--- src/rtl/i2c16_pkg.sv ---
package i2c16_pkg;
  localparam int BYTE_W = 8;
  localparam int WORD_W = 16;

  typedef enum logic [3:0] {
    ST_IDLE,
    ST_DEV,
    ST_DEV_ACK,
    ST_PTR,
    ST_PTR_ACK,
    ST_WR,
    ST_WR_ACK,
    ST_RD,
    ST_RD_ACK
  } bus_state_t;
endpackage

--- src/rtl/i2c16_bus_sync.sv ---
module i2c16_bus_sync (
  input  logic clk,
  input  logic rst_n,
  input  logic scl_i,
  input  logic sda_i,
  output logic rst_n_sync,
  output logic sda_s,
  output logic scl_rise,
  output logic scl_fall,
  output logic start_det,
  output logic stop_det
);
  logic [1:0] rst_pipe;
  logic [1:0] scl_pipe, sda_pipe;
  logic       scl_q, sda_q;

  // reset: asserted asynchronously, released on a clock edge
  always_ff @(posedge clk or negedge rst_n) begin
    if (!rst_n) rst_pipe <= 2'b00;
    else        rst_pipe <= {rst_pipe[0], 1'b1};
  end
  assign rst_n_sync = rst_pipe[1];

  always_ff @(posedge clk or negedge rst_n_sync) begin
    if (!rst_n_sync) begin
      scl_pipe <= 2'b11;
      sda_pipe <= 2'b11;
      scl_q    <= 1'b1;
      sda_q    <= 1'b1;
    end else begin
      scl_pipe <= {scl_pipe[0], scl_i};
      sda_pipe <= {sda_pipe[0], sda_i};
      scl_q    <= scl_pipe[1];
      sda_q    <= sda_pipe[1];
    end
  end

  assign sda_s     = sda_pipe[1];
  assign scl_rise  = scl_pipe[1] & ~scl_q;
  assign scl_fall  = ~scl_pipe[1] & scl_q;
  assign start_det = scl_pipe[1] & scl_q & sda_q & ~sda_pipe[1];
  assign stop_det  = scl_pipe[1] & scl_q & ~sda_q & sda_pipe[1];
endmodule

--- src/rtl/i2c16_regbank.sv ---
module i2c16_regbank #(
  parameter int          NREG      = 32,
  parameter logic [7:0]  GRP_ADDR  = 8'h11,
  parameter logic [7:0]  CH_BASE   = 8'h12,
  parameter int          NCH       = 6,
  parameter logic [15:0] KEEP_MASK = 16'hF800
) (
  input  logic               clk,
  input  logic               rst_n,
  input  logic               wr_en,
  input  logic [7:0]         wr_addr,
  input  logic [15:0]        wr_data,
  input  logic [7:0]         rd_addr,
  output logic [15:0]        rd_data,
  output logic [NREG*16-1:0] regs_flat
);
  localparam int         IDX_W  = (NREG > 1) ? $clog2(NREG) : 1;
  localparam logic [8:0] NREG_L = 9'(NREG);

  logic [15:0] word_w [NREG];
  logic        grp_hit;

  assign grp_hit = wr_en && (wr_addr == GRP_ADDR);

  for (genvar i = 0; i < NREG; i++) begin : g_reg
    localparam int  CH_OFF  = i - int'(CH_BASE);
    localparam bit  EVEN_CH = (CH_OFF >= 0) && (CH_OFF < NCH) && ((CH_OFF % 2) == 1);
    logic        hit_self;
    logic        hit_copy;
    logic [15:0] r_q;
    logic [15:0] r_d;

    assign hit_self = wr_en && (wr_addr == 8'(i));
    assign hit_copy = EVEN_CH && grp_hit;

    always_comb begin
      if (hit_self) r_d = wr_data;
      else          r_d = (r_q & KEEP_MASK) | (wr_data & ~KEEP_MASK);
    end

    always_ff @(posedge clk or negedge rst_n) begin
      if (!rst_n)                    r_q <= '0;
      else if (hit_self || hit_copy) r_q <= r_d;
    end

    assign word_w[i]            = r_q;
    assign regs_flat[i*16 +: 16] = r_q;
  end

  always_comb begin
    rd_data = '0;
    if ({1'b0, rd_addr} < NREG_L) rd_data = word_w[rd_addr[IDX_W-1:0]];
  end
endmodule

--- src/rtl/i2c16_ctrl.sv ---
module i2c16_ctrl
  import i2c16_pkg::*;
#(
  parameter logic [6:0] DEV_ADDR = 7'b0011000
) (
  input  logic        clk,
  input  logic        rst_n,
  input  logic        scl_rise,
  input  logic        scl_fall,
  input  logic        start_det,
  input  logic        stop_det,
  input  logic        sda_s,
  input  logic [15:0] rd_data,
  output logic [7:0]  ptr_o,
  output logic        wr_en,
  output logic [7:0]  wr_addr,
  output logic [15:0] wr_data,
  output logic        sda_oe,
  output bus_state_t  st_o
);
  localparam logic [3:0] BITS = 4'(BYTE_W);

  bus_state_t  st_q, st_d;
  logic [3:0]  cnt_q, cnt_d;
  logic [7:0]  sh_q, sh_d;
  logic [7:0]  ptr_q, ptr_d;
  logic [7:0]  hb_q, hb_d;
  logic [7:0]  tx_q, tx_d;
  logic [15:0] rw_q, rw_d;
  logic        dir_q, dir_d;
  logic        lo_q, lo_d;
  logic        nack_q, nack_d;
  logic        oe_q, oe_d;

  always_comb begin
    st_d    = st_q;
    cnt_d   = cnt_q;
    sh_d    = sh_q;
    ptr_d   = ptr_q;
    hb_d    = hb_q;
    tx_d    = tx_q;
    rw_d    = rw_q;
    dir_d   = dir_q;
    lo_d    = lo_q;
    nack_d  = nack_q;
    oe_d    = oe_q;
    wr_en   = 1'b0;
    wr_addr = ptr_q;
    wr_data = {hb_q, sh_q};

    if (stop_det) begin
      st_d = ST_IDLE;
      oe_d = 1'b0;
      lo_d = 1'b0;
    end else if (start_det) begin
      st_d  = ST_DEV;
      cnt_d = '0;
      oe_d  = 1'b0;
      lo_d  = 1'b0;
    end else begin
      unique case (st_q)
        ST_DEV, ST_PTR, ST_WR: begin
          if (scl_rise && cnt_q < BITS) begin
            sh_d  = {sh_q[6:0], sda_s};
            cnt_d = cnt_q + 4'd1;
          end else if (scl_fall && cnt_q == BITS) begin
            cnt_d = '0;
            if (st_q == ST_DEV) begin
              if (sh_q[7:1] == DEV_ADDR) begin
                dir_d = sh_q[0];
                oe_d  = 1'b1;
                st_d  = ST_DEV_ACK;
              end else begin
                st_d = ST_IDLE;
              end
            end else if (st_q == ST_PTR) begin
              ptr_d = sh_q;
              oe_d  = 1'b1;
              st_d  = ST_PTR_ACK;
            end else begin
              oe_d = 1'b1;
              st_d = ST_WR_ACK;
              if (!lo_q) begin
                hb_d = sh_q;
                lo_d = 1'b1;
              end else begin
                wr_en = 1'b1;
                ptr_d = ptr_q + 8'd1;
                lo_d  = 1'b0;
              end
            end
          end
        end
        ST_DEV_ACK, ST_PTR_ACK, ST_WR_ACK: begin
          if (scl_fall) begin
            oe_d  = 1'b0;
            cnt_d = '0;
            if (st_q == ST_DEV_ACK && dir_q) begin
              st_d = ST_RD;
              rw_d = rd_data;
              tx_d = rd_data[15:8];
              oe_d = ~rd_data[15];
              lo_d = 1'b0;
            end else if (st_q == ST_DEV_ACK) begin
              st_d = ST_PTR;
            end else begin
              st_d = ST_WR;
            end
          end
        end
        ST_RD: begin
          if (scl_rise) begin
            cnt_d = cnt_q + 4'd1;
          end else if (scl_fall) begin
            if (cnt_q == BITS) begin
              oe_d  = 1'b0;
              cnt_d = '0;
              st_d  = ST_RD_ACK;
            end else begin
              tx_d = {tx_q[6:0], 1'b0};
              oe_d = ~tx_q[6];
            end
          end
        end
        ST_RD_ACK: begin
          if (scl_rise) begin
            nack_d = sda_s;
            if (lo_q) ptr_d = ptr_q + 8'd1;
          end else if (scl_fall) begin
            if (nack_q) begin
              st_d = ST_IDLE;
              oe_d = 1'b0;
            end else begin
              st_d  = ST_RD;
              cnt_d = '0;
              if (!lo_q) begin
                tx_d = rw_q[7:0];
                oe_d = ~rw_q[7];
                lo_d = 1'b1;
              end else begin
                rw_d = rd_data;
                tx_d = rd_data[15:8];
                oe_d = ~rd_data[15];
                lo_d = 1'b0;
              end
            end
          end
        end
        default: begin
          oe_d = 1'b0;
        end
      endcase
    end
  end

  always_ff @(posedge clk or negedge rst_n) begin
    if (!rst_n) begin
      st_q   <= ST_IDLE;
      cnt_q  <= '0;
      sh_q   <= '0;
      ptr_q  <= '0;
      hb_q   <= '0;
      tx_q   <= '0;
      rw_q   <= '0;
      dir_q  <= 1'b0;
      lo_q   <= 1'b0;
      nack_q <= 1'b1;
      oe_q   <= 1'b0;
    end else begin
      st_q   <= st_d;
      cnt_q  <= cnt_d;
      sh_q   <= sh_d;
      ptr_q  <= ptr_d;
      hb_q   <= hb_d;
      tx_q   <= tx_d;
      rw_q   <= rw_d;
      dir_q  <= dir_d;
      lo_q   <= lo_d;
      nack_q <= nack_d;
      oe_q   <= oe_d;
    end
  end

  assign ptr_o  = ptr_q;
  assign sda_oe = oe_q;
  assign st_o   = st_q;
endmodule

--- src/rtl/i2c16_slave.sv ---
module i2c16_slave
  import i2c16_pkg::*;
#(
  parameter logic [6:0]  DEV_ADDR  = 7'b0011000,
  parameter int          NREG      = 32,
  parameter logic [7:0]  GRP_ADDR  = 8'h11,
  parameter logic [7:0]  CH_BASE   = 8'h12,
  parameter int          NCH       = 6,
  parameter logic [15:0] KEEP_MASK = 16'hF800
) (
  input  logic               clk,
  input  logic               rst_n,
  input  logic               scl_i,
  input  logic               sda_i,
  output logic               sda_oe_o,
  output logic [NREG*16-1:0] regs_o
);
  logic        rst_n_sync;
  logic        sda_s, scl_rise, scl_fall, start_det, stop_det;
  logic        wr_en;
  logic [7:0]  wr_addr, ptr;
  logic [15:0] wr_data, rd_data;
  bus_state_t  bus_st;

  i2c16_bus_sync u_sync (
    .clk        (clk),
    .rst_n      (rst_n),
    .scl_i      (scl_i),
    .sda_i      (sda_i),
    .rst_n_sync (rst_n_sync),
    .sda_s      (sda_s),
    .scl_rise   (scl_rise),
    .scl_fall   (scl_fall),
    .start_det  (start_det),
    .stop_det   (stop_det)
  );

  i2c16_ctrl #(.DEV_ADDR(DEV_ADDR)) u_ctrl (
    .clk       (clk),
    .rst_n     (rst_n_sync),
    .scl_rise  (scl_rise),
    .scl_fall  (scl_fall),
    .start_det (start_det),
    .stop_det  (stop_det),
    .sda_s     (sda_s),
    .rd_data   (rd_data),
    .ptr_o     (ptr),
    .wr_en     (wr_en),
    .wr_addr   (wr_addr),
    .wr_data   (wr_data),
    .sda_oe    (sda_oe_o),
    .st_o      (bus_st)
  );

  i2c16_regbank #(
    .NREG      (NREG),
    .GRP_ADDR  (GRP_ADDR),
    .CH_BASE   (CH_BASE),
    .NCH       (NCH),
    .KEEP_MASK (KEEP_MASK)
  ) u_bank (
    .clk       (clk),
    .rst_n     (rst_n_sync),
    .wr_en     (wr_en),
    .wr_addr   (wr_addr),
    .wr_data   (wr_data),
    .rd_addr   (ptr),
    .rd_data   (rd_data),
    .regs_flat (regs_o)
  );
endmodule

--- config.mk ---
export PLATFORM = sky130hd
export DESIGN_NAME = i2c16_slave
export DESIGN_NICKNAME = d
export VERILOG_FILES = /design/src/rtl/i2c16_pkg.sv /design/src/rtl/i2c16_bus_sync.sv /design/src/rtl/i2c16_regbank.sv /design/src/rtl/i2c16_ctrl.sv /design/src/rtl/i2c16_slave.sv
export SDC_FILE = /design/constraint.sdc
export NUM_CORES = 1
export LEC_CHECK = 0
export BUFFER_PORTS_ARGS = -buffer_cell sky130_fd_sc_hd__buf_2
export CELL_PAD_IN_SITES_DETAIL_PLACEMENT = 1
export CELL_PAD_IN_SITES_GLOBAL_PLACEMENT = 1
export CORE_MARGIN = 2
export CORE_UTILIZATION = 25
export CTS_BUF_LIST = sky130_fd_sc_hd__clkbuf_16
export CTS_CLUSTER_DIAMETER = 120
export CTS_CLUSTER_SIZE = 16
export DETAILED_ROUTE_END_ITERATION = 10
export GPL_TIMING_DRIVEN = 0
export PLACE_DENSITY_LB_ADDON = 0.1
export SKIP_CTS_REPAIR_TIMING = 1
export SLEW_MARGIN = 30
export SYNTH_ARGS = -nofsm -noshare
export SYNTH_HDL_FRONTEND = slang
export SYNTH_SLANG_ARGS = --single-unit
export TNS_END_PERCENT = 5
--- constraint.sdc ---
create_clock -name clk -period 28.5 [get_ports clk]
set_clock_uncertainty 0.15 [all_clocks]
set_input_delay 1.425 -clock clk [delete_from_list [all_inputs] [get_ports clk]]
set_output_delay 1.425 -clock clk [all_outputs]
set_load 0.01 [all_outputs]
==> flow_summary.json <==
{
  "simple_gate_area_share_of_the_yosys_netlist_pct": 4.61,
  "setup.worst_path.class": "reg -> reg",
  "finalHoldWorstSlack_ns": 0.152,
  "cts_num_sinks": 571,
  "post-route-drc-count": 22,
  "final_util_pct": 30.9,
  "tritoncts": "done",
  "endpoint_type_of_the_worst_setup_path": "flip-flop",
  "areaGrowthSynthToFinish_pct": 22.4,
  "initial_core_util_pct": 25.2,
  "htreeDepth": 2,
  "largest_family_of_logic_cells_by_synthesized_area": "multiplexers",
  "setup-violations-final": 0,
  "synth.top_cell.area_share_pct": 53.1,
  "routed_wl_mm": 136,
  "regToRegStartpoint": "u_ctrl.ptr_o[1]$_DFFE_PN0P_",
  "clk_pin_slew_worst_paths_ns": 0.09,
  "critical_path.max_fanout": 10,
  "internal-power_mw": 1.21,
  "totalNegativeSetupSlack_ns": 0,
  "post_synth_inst_count": 1808,
  "layout.nets": 2400,
  "total_die_area_mm2": 0.109,
  "dp.final_hpwl_mm": 102,
  "worst_slew_margin_rel_pct": 31.9,
  "syn-cell-area_mm2": 0.0266,
  "grt_max_degree": 50,
  "placementRows": 119,
  "rsz_0062_raised_after_global_routing": "no",
  "synth_nets": 1821,
  "cts.path.max_buffers": 3,
  "die_height_um": 330,
  "synthAdderAreaFrac_pct": 0.424,
  "post_synth_most_frequent_cells": "sky130_fd_sc_hd__dfrtp_1, sky130_fd_sc_hd__mux2_2, sky130_fd_sc_hd__mux4_2",
  "yosys.cell_count.top_type": "sky130_fd_sc_hd__dfrtp_1",
  "hold_violations": 0,
  "vdd_ir_drop_max_mv": 0.0381,
  "leakagePower_nw": 16.6,
  "async_reset_ff_share_pct": 100,
  "avgSynthCellArea_um2": 14.7,
  "ant_nets": 0,
  "seq_area_frac_synth_pct": 53.8,
  "share_of_total_power_consumed_by_net_switching_pct": 35.2,
  "drive_gt1_share_pct": 56.8,
  "start_kind": "flip-flop",
  "worst_setup_startpoint": "u_ctrl.ptr_o[1]$_DFFE_PN0P_",
  "floorplan.core_area_mm2": 0.105,
  "worstPathArrival_ns": 5.19,
  "yosysWarningCount": 0,
  "max_freq_mhz": 206,
  "first_pass_iters": 8,
  "cp_data_required_time_ns": 28.84,
  "groute.usage.overall_pct": 24.8,
  "power.combinational.fraction_pct": 23.7,
  "failed_checks": "design-rule violations",
  "ys_seq_elements": 571,
  "worstSkewPairLatency_ns": 0.62,
  "wl_per_cell_um": 35.9,
  "vias_in_the_first_global_route": 20300,
  "power_density_mw_per_mm2": 57.3,
  "p_sw_uw": 657,
  "synth_edf_count": 0,
  "via_per_inst": 5.06,
  "synthMuxAreaShare_pct": 33.9,
  "compound_gate_fraction_of_synth_area_pct": 4.34,
  "pwr-share-seq_pct": 45.2,
  "place.port_buffers": 516,
  "finalCritPeriodShare_pct": 17.0,
  "floorplan.die.width_um": 330,
  "post_synth_main_area_contributors": "sky130_fd_sc_hd__dfrtp_1, sky130_fd_sc_hd__mux2_2, sky130_fd_sc_hd__mux4_2",
  "place_congestion": 0.828,
  "io_pins": 517,
  "grt_remaining_overflow": 0,
  "pwr-share-clk_pct": 31.1,
  "timing_worst_slew_pin_value_ns": 1.02,
  "synth_xor_area_share_pct": 0.0659,
  "netlist-cell-type-count": 73,
  "status": "complete, but fails checks",
  "stdcell_count": 3800,
  "synth_top_area_cell": "sky130_fd_sc_hd__dfrtp_1",
  "cts_bufs_inserted": 41,
  "finalCriticalPeriod_ns": 4.84,
  "first_pass_grt_wire_length_mm": 184,
  "placed_cells": 3735,
  "dr.first_iter.drc_count": 1174,
  "routed_via_count": 19200,
  "hp-class": "reg -> async",
  "number_of_antenna_violations_at_the_first_check_in_global_routing": 8,
  "clk_root_buffer_cell": "sky130_fd_sc_hd__clkbuf_16",
  "synth-main-ff-cell": "sky130_fd_sc_hd__dfrtp_1",
  "timing_max_transition_violations_final": 0,
  "max_cap_violations": 0
}
[critical path, stage by stage (launching register included)]
cell,delay [ns]
sky130_fd_sc_hd__dfrtp_1,0.60
sky130_fd_sc_hd__buf_2,0.38
sky130_fd_sc_hd__buf_1,0.71
sky130_fd_sc_hd__inv_1,0.37
sky130_fd_sc_hd__clkbuf_1,0.40
sky130_fd_sc_hd__ha_1,0.30
sky130_fd_sc_hd__buf_2,0.22
sky130_fd_sc_hd__nand3_1,0.45
sky130_fd_sc_hd__buf_2,0.68
sky130_fd_sc_hd__mux2_2,0.41
[power groups by stage]
stage	Combinational [mW]	Clock, mW	Sequential [mW]
final	0.443	0.579	0.843
after global routing	0.470	0.624	0.846
after CTS	0.445	0.600	0.843
after detailed placement	0.444	0	0.859
after global placement	0.404	0	0.875
after floorplan	0.229	0	0.864
[layout make-up]
cell class / count / area (um2)
clock buffer: 41 / 1030
tap: 1391 / 1740
multi-input combinational: 1066 / 11500
inverter: 11 / 41.3
fill: 11400 / 72900
antenna: 7 / 17.5
timing repair buffer: 536 / 3050
sequential: 571 / 14300
clock inverter: 17 / 77.6
buffer: 160 / 752
[metal layers]
metal  vias to the layer above  global-route usage (%)  wire length, um
met4                         0                    6.03             3410
met3                       114                    5.71             8540
met2                       528                    41.8            67400
li1                       7895                       -                -
met1                     10700                    32.1            57000
met5                         -                       0                0
[kinds of logic after synthesis]
family	after synthesis
AOI/OAI and AO/OA	174
and+or+nand+nor	204
other	1
buffers and inverters	171
DFF	571
adders and majority gates	9
muxes	676
xor gates and xnor gates	2
[placed cells by master, fill, tap and decap left out, drive strengths merged, types with 3 or more instances in the layout]
cell type and instances:
a2111oi 9, a21oi 54, a22o 5, a22oi 44, a31oi 3, and2 4, and3 3, buf 605
clkbuf 132, dfrtp 564, dfstp 7, diode 7, ha 9, inv 27, mux2 535, mux2i 16
mux4 125, nand2 78, nand2b 8, nand3 37, nand3b 4, nand4 7, nor2 26, nor2b 8
nor3 11, nor3b 3, nor4 3, o21a 4, o21ai 27, o22ai 5
[stage by stage]
step | cell area [um2] | power, mW | setup WS [ns]
after floorplan | 26600 | 1.09 | 11.27
after global placement | 30900 | 1.28 | 3.08
after detailed placement | 31400 | 1.30 | 23.66
after CTS | 32500 | 1.89 | 23.62
after global routing | 32500 | 1.94 | 23.55
final | 32500 | 1.87 | 23.66
[worst paths after layout]
path	end	cells after the start	slack, ns
worst max register to register	u_bank.g_reg[8].r_q[13]$_DFFE_PN0P_	9	23.66
worst min-delay path	u_bank.g_reg[19].r_q[5]$_DFFE_PN0P_	0	0.15
worst max-delay path	u_bank.g_reg[8].r_q[13]$_DFFE_PN0P_	9	23.66
max in group asynchronous	u_bank.g_reg[1].r_q[14]$_DFFE_PN0P_	4	26.49
min in group clk	u_sync.rst_pipe[1]$_DFF_PN0_	0	0.21
worst min register to register	u_bank.g_reg[19].r_q[5]$_DFFE_PN0P_	0	0.15
[sequential cells by signal, indices dropped and copies added, names as in the netlist, 2 cells and up]
register	cells
u_bank.g.r_q	512
u_ctrl.cnt_q	4
u_ctrl.hb_q	8
u_ctrl.ptr_o	8
u_ctrl.rw_q	8
u_ctrl.sh_q	8
u_ctrl.st_o	4
u_ctrl.tx_q	7
u_sync.rst_pipe	2
u_sync.scl_pipe	2
u_sync.sda_pipe	2
(Power assumes the default switching activity.)
